`src/rtl/i2cm_pkg.sv`:
```
package i2cm_pkg;
    // register offsets
    localparam logic [2:0] A_PRE_LO = 3'd0;
    localparam logic [2:0] A_PRE_HI = 3'd1;
    localparam logic [2:0] A_CTRL   = 3'd2;
    localparam logic [2:0] A_DATA   = 3'd3;
    localparam logic [2:0] A_CMDST  = 3'd4;
    localparam logic [2:0] A_OWN    = 3'd7;

    // command and control bit positions
    localparam int C_STA  = 7;
    localparam int C_STO  = 6;
    localparam int C_RD   = 5;
    localparam int C_WR   = 4;
    localparam int C_ACK  = 3;
    localparam int C_IACK = 0;
    localparam int K_EN   = 7;
    localparam int K_IEN  = 6;

    // bit timing: five tick phases per bit, nine bits per byte slot
    localparam int PHASES = 5;
    localparam int PH_W   = $clog2(PHASES);
    localparam int BITS   = 9;
    localparam int BIT_W  = $clog2(BITS + 1);
    localparam logic [PH_W-1:0] PH_SAMP = PH_W'(3);
    localparam logic [PH_W-1:0] PH_LAST = PH_W'(PHASES - 1);

    typedef enum logic [1:0] {E_IDLE, E_START, E_BIT, E_STOP} eng_st_e;

    typedef struct packed {
        logic sta;
        logic sto;
        logic rd;
        logic wr;
        logic ack;
    } cmd_t;

    typedef struct packed {
        logic       nack;
        logic       busy;
        logic       al;
        logic [2:0] rsv;
        logic       tip;
        logic       iflag;
    } stat_t;

    function automatic cmd_t decode_cmd(input logic [7:0] b);
        cmd_t c;
        c.sta = b[C_STA];
        c.sto = b[C_STO];
        c.rd  = b[C_RD];
        c.wr  = b[C_WR];
        c.ack = b[C_ACK];
        return c;
    endfunction

    function automatic logic has_op(input cmd_t c);
        return c.sta | c.sto | c.rd | c.wr;
    endfunction
endpackage

```
`src/rtl/i2cm_tick.sv`:
```
module i2cm_tick #(
    parameter int PRE_W = 16
) (
    input  logic             clk,
    input  logic             rst,
    input  logic             run,
    input  logic [PRE_W-1:0] prescale,
    output logic             tick
);
    logic [PRE_W-1:0] cnt;

    always_ff @(posedge clk) begin
        if (rst || !run)          cnt <= '0;
        else if (cnt == prescale) cnt <= '0;
        else                      cnt <= cnt + 1'b1;
    end

    assign tick = run && (cnt == prescale);
endmodule

```
`src/rtl/i2cm_busmon.sv`:
```
module i2cm_busmon (
    input  logic clk,
    input  logic rst,
    input  logic scl_in,
    input  logic sda_in,
    output logic busy
);
    logic s_scl, s_sda, p_scl, p_sda;
    logic saw_start, saw_stop;

    always_comb begin
        saw_start = p_scl && s_scl && p_sda && !s_sda;
        saw_stop  = p_scl && s_scl && !p_sda && s_sda;
    end

    always_ff @(posedge clk) begin
        if (rst) begin
            s_scl <= 1'b1; s_sda <= 1'b1;
            p_scl <= 1'b1; p_sda <= 1'b1;
            busy  <= 1'b0;
        end else begin
            s_scl <= scl_in; s_sda <= sda_in;
            p_scl <= s_scl;  p_sda <= s_sda;
            if (saw_start)     busy <= 1'b1;
            else if (saw_stop) busy <= 1'b0;
        end
    end
endmodule

```
`src/rtl/i2cm_engine.sv`:
```
module i2cm_engine
    import i2cm_pkg::*;
(
    input  logic       clk,
    input  logic       rst,
    input  logic       en,
    input  logic       go,
    input  cmd_t       cmd,
    input  logic [7:0] txd,
    input  logic       tick,
    input  logic       sda_in,
    output logic       run,
    output logic       scl_oe,
    output logic       sda_oe,
    output logic       done,
    output logic       lost,
    output logic       nack,
    output logic [7:0] rxd
);
    eng_st_e          st;
    logic [PH_W-1:0]  ph;
    logic [BIT_W-1:0] bitn;
    logic [7:0]       sh;
    logic             samp, owned;
    cmd_t             cmd_q;
    logic             wmode, last_bit, rel_bit, ours;

    always_comb begin
        wmode    = !cmd_q.rd;
        last_bit = (bitn == BIT_W'(BITS - 1));
        rel_bit  = last_bit ? (wmode ? 1'b1 : cmd_q.ack) : (wmode ? sh[7] : 1'b1);
        ours     = last_bit ? !wmode : wmode;
        run      = (st != E_IDLE);
        rxd      = sh;
        case (st)
            E_START: begin
                scl_oe = (ph == PH_W'(0)) ? owned : (ph == PH_LAST);
                sda_oe = (ph >= PH_SAMP);
            end
            E_BIT: begin
                scl_oe = (ph < PH_W'(2)) || (ph == PH_LAST);
                sda_oe = !rel_bit;
            end
            E_STOP: begin
                scl_oe = (ph < PH_W'(2));
                sda_oe = (ph != PH_LAST);
            end
            default: begin
                scl_oe = owned;
                sda_oe = 1'b0;
            end
        endcase
    end

    always_ff @(posedge clk) begin
        if (rst || !en) begin
            st <= E_IDLE; ph <= '0; bitn <= '0; sh <= '0;
            samp <= 1'b1; owned <= 1'b0; cmd_q <= '0;
            done <= 1'b0; lost <= 1'b0; nack <= 1'b0;
        end else begin
            done <= 1'b0;
            lost <= 1'b0;
            if (st == E_IDLE) begin
                if (go) begin
                    cmd_q <= cmd;
                    sh    <= txd;
                    ph    <= '0;
                    bitn  <= '0;
                    if (cmd.sta)             st <= E_START;
                    else if (cmd.rd | cmd.wr) st <= E_BIT;
                    else                      st <= E_STOP;
                end
            end else if (tick) begin
                ph <= (ph == PH_LAST) ? '0 : ph + 1'b1;
                if (st == E_BIT && ph == PH_SAMP) begin
                    samp <= sda_in;
                    if (ours && rel_bit && !sda_in) begin
                        st    <= E_IDLE;
                        owned <= 1'b0;
                        done  <= 1'b1;
                        lost  <= 1'b1;
                        ph    <= '0;
                    end
                end
                if (ph == PH_LAST) begin
                    case (st)
                        E_START: begin
                            owned <= 1'b1;
                            bitn  <= '0;
                            if (cmd_q.rd | cmd_q.wr) st <= E_BIT;
                            else if (cmd_q.sto)      st <= E_STOP;
                            else begin st <= E_IDLE; done <= 1'b1; end
                        end
                        E_BIT: begin
                            if (!last_bit) begin
                                sh   <= {sh[6:0], samp};
                                bitn <= bitn + 1'b1;
                            end else begin
                                if (wmode) nack <= samp;
                                if (cmd_q.sto) st <= E_STOP;
                                else begin st <= E_IDLE; done <= 1'b1; end
                            end
                        end
                        E_STOP: begin
                            owned <= 1'b0;
                            st    <= E_IDLE;
                            done  <= 1'b1;
                        end
                        default: st <= E_IDLE;
                    endcase
                end
            end
        end
    end
endmodule

```
`src/rtl/i2cm_master.sv`:
```
module i2cm_master
    import i2cm_pkg::*;
#(
    parameter int          PRE_W   = 16,
    parameter logic [15:0] PRE_RST = 16'h012C
) (
    input  logic       clk,
    input  logic       rst,
    input  logic [2:0] reg_addr,
    input  logic       reg_wr,
    input  logic [7:0] reg_wdata,
    output logic [7:0] reg_rdata,
    output logic       irq,
    output logic       scl_oe,
    input  logic       scl_in,
    output logic       sda_oe,
    input  logic       sda_in
);
    localparam int PB = PRE_W / 2;

    logic [PRE_W-1:0] pre_q;
    logic             en_q, ien_q, tip_q, iflag_q, al_q, cur_rd;
    logic [7:0]       txd_q, rx_q;
    logic [6:0]       own_q;
    cmd_t             cmd;
    logic             wr_cmd, go;
    logic             tick, run, eng_done, eng_lost, eng_nack, busy;
    logic [7:0]       eng_rxd;
    stat_t            stat;

    always_comb begin
        cmd    = decode_cmd(reg_wdata);
        wr_cmd = reg_wr && (reg_addr == A_CMDST);
        go     = wr_cmd && en_q && !tip_q && has_op(cmd);
    end

    i2cm_tick #(.PRE_W(PRE_W)) u_tick (
        .clk(clk), .rst(rst), .run(run), .prescale(pre_q), .tick(tick)
    );

    i2cm_engine u_eng (
        .clk(clk), .rst(rst), .en(en_q), .go(go), .cmd(cmd), .txd(txd_q),
        .tick(tick), .sda_in(sda_in), .run(run), .scl_oe(scl_oe),
        .sda_oe(sda_oe), .done(eng_done), .lost(eng_lost), .nack(eng_nack),
        .rxd(eng_rxd)
    );

    i2cm_busmon u_mon (
        .clk(clk), .rst(rst), .scl_in(scl_in), .sda_in(sda_in), .busy(busy)
    );

    always_ff @(posedge clk) begin
        if (rst) begin
            pre_q <= PRE_W'(PRE_RST);
            en_q <= 1'b0; ien_q <= 1'b0;
            txd_q <= '0; rx_q <= '0; own_q <= '0;
            tip_q <= 1'b0; iflag_q <= 1'b0; al_q <= 1'b0; cur_rd <= 1'b0;
        end else begin
            if (reg_wr) begin
                case (reg_addr)
                    A_PRE_LO: if (!en_q) pre_q[PB-1:0]     <= reg_wdata;
                    A_PRE_HI: if (!en_q) pre_q[PRE_W-1:PB] <= reg_wdata;
                    A_CTRL: begin
                        en_q  <= reg_wdata[K_EN];
                        ien_q <= reg_wdata[K_IEN];
                    end
                    A_DATA:  txd_q <= reg_wdata;
                    A_OWN:   own_q <= reg_wdata[6:0];
                    default: ;
                endcase
            end
            if (!en_q)         tip_q <= 1'b0;
            else if (go)       tip_q <= 1'b1;
            else if (eng_done) tip_q <= 1'b0;

            if (eng_done)                       iflag_q <= 1'b1;
            else if (wr_cmd && reg_wdata[C_IACK]) iflag_q <= 1'b0;

            if (go)            al_q <= 1'b0;
            else if (eng_lost) al_q <= 1'b1;

            if (go) cur_rd <= cmd.rd;
            if (eng_done && !eng_lost && cur_rd) rx_q <= eng_rxd;
        end
    end

    always_comb begin
        stat = '{nack: eng_nack, busy: busy, al: al_q, rsv: 3'b000,
                 tip: tip_q, iflag: iflag_q};
        case (reg_addr)
            A_PRE_LO: reg_rdata = pre_q[PB-1:0];
            A_PRE_HI: reg_rdata = pre_q[PRE_W-1:PB];
            A_CTRL:   reg_rdata = {en_q, ien_q, 6'b0};
            A_DATA:   reg_rdata = rx_q;
            A_CMDST:  reg_rdata = stat;
            A_OWN:    reg_rdata = {1'b0, own_q};
            default:  reg_rdata = 8'h00;
        endcase
        irq = iflag_q && ien_q;
    end
endmodule

```
`config.mk`:
```
export PLATFORM = sky130hd
export DESIGN_NAME = i2cm_master
export DESIGN_NICKNAME = d
export VERILOG_FILES = /design/src/rtl/i2cm_pkg.sv /design/src/rtl/i2cm_tick.sv /design/src/rtl/i2cm_busmon.sv /design/src/rtl/i2cm_engine.sv /design/src/rtl/i2cm_master.sv
export SDC_FILE = /design/constraint.sdc
export NUM_CORES = 1
export LEC_CHECK = 0
export BUFFER_PORTS_ARGS = -buffer_cell sky130_fd_sc_hd__buf_4
export CELL_PAD_IN_SITES_DETAIL_PLACEMENT = 0
export CELL_PAD_IN_SITES_GLOBAL_PLACEMENT = 2
export CORE_MARGIN = 2
export CORE_UTILIZATION = 30
export CTS_CLUSTER_DIAMETER = 60
export DETAILED_ROUTE_END_ITERATION = 8
export HOLD_SLACK_MARGIN = 0.15
export PLACE_DENSITY_LB_ADDON = 0.1
export SLEW_MARGIN = 20
export SYNTH_ARGS = -nofsm -noshare
export SYNTH_HDL_FRONTEND = slang
export SYNTH_HIERARCHICAL = 1
export SYNTH_SLANG_ARGS = --single-unit
```
`constraint.sdc`:
```
create_clock -name clk -period 3.61 [get_ports clk]
set_clock_uncertainty 0.2 [all_clocks]
set_input_delay 0.361 -clock clk [delete_from_list [all_inputs] [get_ports clk]]
set_output_delay 0.361 -clock clk [all_outputs]
set_load 0.01 [all_outputs]
```
# ---- Word level (Yosys, flattened, before mapping)
# Index checks and enable logic that the tools add are counted.
dict set report word_totals {
  output_inout_bits 11
  elab_cells 171
  register_bits 92
  input_bits 16
}
dict set report classes {
  n_addsub 3
  n_bitwise 9
  reduce_logical 56
  n_eq_ne 16
  magnitude_cmp 2
  mux 55
}
# cell n
set ops {}
lappend ops {{$mux 8} 6}
lappend ops {{$pmux 8 s6} 1}
lappend ops {{$mux 1} 21}
lappend ops {{$mux 2} 10}
lappend ops {{$mux 4} 5}
lappend ops {{$mux 3} 6}
lappend ops {{$logic_and 1x1->1} 17}
lappend ops {{$add 16x1->16 const B} 1}
lappend ops {{$eq 16x16->1} 1}
lappend ops {{$reduce_bool 2->1} 7}
lappend ops {{$reduce_and 2->1} 6}
lappend ops {{$reduce_and 5->1} 2}
lappend ops {{$eq 3x2->1 const B} 3}
lappend ops {{$eq 3x3->1 const B} 3}
lappend ops {{$logic_not 1->1} 9}
lappend ops {{$pmux 1 s3} 3}
lappend ops {{$reduce_and 3->1} 3}
lappend ops {{$pmux 4 s2} 1}
lappend ops {{$logic_not 3->1} 2}
lappend ops {{$ne 3x3->1 const B} 2}
lappend ops {{$reduce_and 6->1} 1}
lappend ops {{$reduce_or 2->1} 3}
lappend ops {{$or 1x1->1} 5}
lappend ops {{$add 4x1->4 const B} 1}
lappend ops {{other kinds (15)} 22}

# ---- Logic depth before layout (Yosys ltp)
dict set report depth {
  depth_word 11
  mapped_depth 11
  depth_no_buf 9
}

# ---- Hierarchy
# Netlist, hierarchy kept.
# module area_per_inst_um2 cells_per_inst instances seq_area_each_um2
set by_module_without_submodules {}
lappend by_module_without_submodules {i2cm_master 2102.0 240 1 900.9}
lappend by_module_without_submodules {i2cm_engine 1562.7 199 1 520.5}
lappend by_module_without_submodules {i2cm_tick 924.6 101 1 320.3}
lappend by_module_without_submodules {i2cm_busmon 152.6 14 1 100.1}

# ---- Worst setup path after synthesis
# No wires, ideal clock.
dict set report synth_path {
  kind {register to register}
  start {reg u_tick.cnt[3]}
  end {reg u_eng.bitn[3]}
  t_arrival_ns 2.227
  synth_period_minus_slack_ns 2.518
  t_required_ns 3.319
  path_stages_with_launch 11
  setup_slack_ns 1.092
  setup_time_ns 0.091
  path_buffers 1
  cell_sequence {dfxtp_1 buf_4 xnor2_1 nand4_1 nor4_4 and2_1 and4b_1 nand2_1 nor3_2 a41oi_1 a311oi_1}
}
dict set report synth_via {
  elab_chain_len 4
}
# item line_no
set synth_lines {}
lappend synth_lines {{start: declaration} i2cm_tick.sv:10} ;# logic [PRE_W-1:0] cnt;
lappend synth_lines {{start signal: assignment} i2cm_tick.sv:15} ;# else cnt <= cnt + 1'b1;
lappend synth_lines {{$eq 16x16->1} i2cm_tick.sv:18} ;# assign tick = run && (cnt == prescale);
lappend synth_lines {{$logic_and 1x1->1} i2cm_tick.sv:18}
lappend synth_lines {{net tick} i2cm_master.sv:27} ;# logic tick, run, eng_done, eng_lost, eng_nack, busy;
lappend synth_lines {{$reduce_bool 2->1 (no source line)} -}
lappend synth_lines {{$reduce_and 5->1 (no source line)} -}
lappend synth_lines {{end signal: assignment} i2cm_engine.sv:97} ;# bitn <= bitn + 1'b1;
lappend synth_lines {{end: declaration} i2cm_engine.sv:22} ;# logic [BIT_W-1:0] bitn;
# The timed path passes the listed nets, and every way through them passes these cells.
# A chain may end at the register's enable or synchronous reset.

# ---- Worst setup path in the final report
dict set report layout_path {
  start {in reg_wdata[4]}
  end {reg u_eng.st[0]}
}
dict set report layout_via {
  word_cells_on_any_way 9
  classes_between {eq/ne (1); mux (4); bitwise (2); reduce/logical (2)}
}
# item line_no
set layout_lines {}
lappend layout_lines {{start: declaration} i2cm_master.sv:11} ;# input logic [7:0] reg_wdata,
lappend layout_lines {{$or 1x1->1} i2cm_pkg.sv:58} ;# return c.sta | c.sto | c.rd | c.wr;
lappend layout_lines {{$logic_and 1x1->1} i2cm_master.sv:34} ;# go = wr_cmd && en_q && !tip_q && has_op(cmd);
lappend layout_lines {{net go} i2cm_master.sv:26} ;# logic wr_cmd, go;
lappend layout_lines {{$ne 2x2->1 (no source line)} -}
lappend layout_lines {{$reduce_and 2->1 (no source line)} -}
lappend layout_lines {{end signal: assignment} i2cm_engine.sv:57} ;# st <= E_IDLE; ph <= '0; bitn <= '0; sh <= '0;
lappend layout_lines {{end signal: assignment} i2cm_engine.sv:69} ;# if (cmd.sta) st <= E_START;
lappend layout_lines {{end signal: assignment} i2cm_engine.sv:70} ;# else if (cmd.rd | cmd.wr) st <= E_BIT;
lappend layout_lines {{end: declaration} i2cm_engine.sv:20} ;# eng_st_e st;
# The timed path passes the listed nets, and every way through them passes these cells. The select of a mux whose other input is x is not followed.

==> impl_metrics.json <==
{
  "grt_max_degree": 55,
  "clock-sinks": 92,
  "clk_latency_ns": 0.36,
  "cts_max_level": 3,
  "seq_area_um2": 1840,
  "final-hold-violation-count": 0,
  "hold_class": "input port to flip-flop",
  "routed_wl_mm": 14.4,
  "layout_commonest_cell": "dfxtp_1",
  "async_flop_share_pct": 0,
  "path_max_fanout": 8,
  "ys_warn_count": 6,
  "first_pass_iters": 5,
  "globalplace.congestion": 0.776,
  "grt_overflow_total": 0,
  "startpoint_type": "input port",
  "leakagePower_uw": 0.00186,
  "antenna_cells": 0,
  "seq_power_share_pct": 50.2,
  "layout_common_cells": "dfxtp_1, nand2_1, a21oi_1",
  "maxCapViolations": 0,
  "syn_area_um2": 4740,
  "stdcell_count": 785,
  "first_iter_violations": 296,
  "worstMarginPinSlew_ns": 0.771,
  "dp_hpwl_mm": 9.96,
  "stdcell_area_um2": 5430,
  "power_uw": 2070,
  "cts_setup_buffers": 0,
  "ant_nets": 0,
  "drc": 0,
  "fillCellCount": 1645,
  "synthCells": 554,
  "power_density_nw_per_um2": 381,
  "synth.distinct_cells": 75,
  "clk_pin_slew_ns": 0.07,
  "cts_buffers": 9,
  "worst_ep_arrival_time_ns": 2.96,
  "initial_core_util_pct": 31.0,
  "clock-root-buffer": "clkbuf_16",
  "clock_power_share_pct": 43.4,
  "tritoncts": "yes",
  "max_freq_mhz": 343,
  "rr_worst_depth": 9,
  "avgSynthCellArea_um2": 8.56,
  "status": "complete, no violations",
  "ios": 27,
  "dieHeight_um": 130,
  "min_period_ns": 2.91,
  "ir_worst_vdd_mv": 0.227,
  "grt_pass1_wl_mm": 22.6,
  "fin_tns_setup_ns": 0,
  "rsz0062_at_grt": "no",
  "core_um2": 15300,
  "num_vias": 4071,
  "netSwitchingFraction_pct": 25.4,
  "ys_ff_latch": 92,
  "ys_seq_area_share_pct": 38.8,
  "port_buffers": 26,
  "p_comb_share_pct": 6.4,
  "synth_edf_count": 0,
  "drive_gt1_share_pct": 12.0,
  "p_switching_uw": 524,
  "wire_per_inst_um": 18.3,
  "crit_type": "input port to flip-flop",
  "min_path_cells": 3,
  "whs_ns": 0.244,
  "dieArea_um2": 16800,
  "gr-usage-all-layers_pct": 17.9,
  "relSlewSlack_pct": 48.5,
  "setup_viol": 0,
  "synth_nets": 580,
  "p_int_uw": 1540,
  "avgViaCountPerCell": 5.19,
  "syn_to_final_growth_pct": 14.4,
  "cp-end-kind": "flip-flop",
  "post-place-cells": 760,
  "drv_slew": 0,
  "first_global_vias": 3821,
  "fp-row-count": 45,
  "fin_nets": 596,
  "antenna_found_initial": 0,
  "multi_input_area_um2": 2680,
  "synth_ff_type": "dfxtp_1",
  "required_ns": 3.65,
  "post-route-period-util_pct": 80.7,
  "die_x_um": 130,
  "clockBufferDepth": 2,
  "placed_area_um2": 5060
}
==> power groups by stage <==
stage | Sequential (uW) | Combinational (uW) | Clock (uW)
after CTS | 1040 | 132 | 937
after global placement | 1060 | 122 | 0
after floorplan | 1060 | 74.5 | 0
after detailed placement | 1060 | 123 | 0
after global routing | 1040 | 143 | 969
final | 1040 | 131 | 897
==> logic make-up after synthesis <==
kind of cell,synth area share (%)
DFF,38.8
muxes,6.46
adders and majority gates,2.64
and+or+nand+nor,26.5
buffers and inverters,4.56
AOI/OAI and AO/OA,16.0
xor gates and xnor gates,4.99
==> final cells by class <==
| type | instances | share of cell area (%) |
|---|---|---|
| multi-input combinational | 415 | 49.5 |
| sequential | 92 | 33.9 |
| timing repair buffer | 40 | 5.99 |
| tap | 211 | 4.87 |
| clock buffer | 9 | 4.15 |
| inverter | 12 | 0.830 |
| clock inverter | 6 | 0.761 |
==> state kept, by name, summed over array words and instances, names as in the netlist, 2 cells and up <==
name,count
u_eng/cmd_q,4
u_eng/bitn,4
u_eng/rxd,8
txd_q,8
pre_q,16
own_q,7
u_eng/ph,3
u_tick/cnt,16
u_eng/st,2
rx_q,8
==> synthesized netlist by cell type, drive strengths merged (3+ instances only) <==
cell     number  area (um2)
a211o         3        26.3
a211oi        4        35.0
a21oi        50         250
a221oi        7        61.3
a22o          3        26.3
a22oi         4        30.0
a31oi         4        31.3
and2          6        37.5
and3          7        45.1
and3b         3        26.3
and4          3        27.5
buf          22         123
clkbuf       13        48.8
dfxtp        92        1840
ha           10         125
inv          12        45.0
mux2          3        33.8
mux2i        25         250
nand2        62         233
nand2b        5        31.3
nand3        27         135
nand3b        7        52.6
nand4         8        56.3
nand4b        3        26.3
nor2         49         186
nor2b         3        18.8
nor3         18        95.1
nor3b         6        61.3
nor4          6        52.6
o21ai        24         128
o2bb2ai       4        41.3
o31ai         3        22.5
or2           6        40.0
xnor2        20         175
xor2          7        61.3
==> critical path, stage by stage <==
cell	delay, ns
dlygate4sd3_1	0.54
buf_4	0.18
nor4_1	0.44
nor4b_2	0.14
and2_1	0.27
nor2_1	0.45
nand3b_1	0.21
a21oi_1	0.05
a311o_1	0.31
==> layer usage <==
metal | routed length, um | vias to the layer above | global-route usage [%]
li1 | - | 2020 | -
met1 | 7210 | 1954 | 26.0
met2 | 6350 | 83 | 26.5
met3 | 648 | 14 | 3.81
met4 | 176 | 0 | 5.50
met5 | 0 | - | 0
==> final timing paths <==
check	start	to	slack [ns]
worst min register to register	txd_q[6]	txd_q[6]	0.26
worst max-delay path	reg_wdata[4]	u_eng/st[0]	0.70
worst max register to register	u_tick/cnt[3]	u_eng/st[0]	0.80
worst min-delay path	reg_addr[0]	pre_q[14]	0.24
==> timing repair <==
action,CTS,global route
resized for setup,0,0
hold endpoints to repair,34,0
hold buffers,10,0
==> stage by stage <==
stage,util [%],worst slack (ns)
floorplan,-,1.09
global route,35.4,0.538
detailed placement,33.0,0.826
CTS,35.4,0.695
finish,35.4,0.697
global placement,33.0,0.808
(Power assumes the default switching activity.)
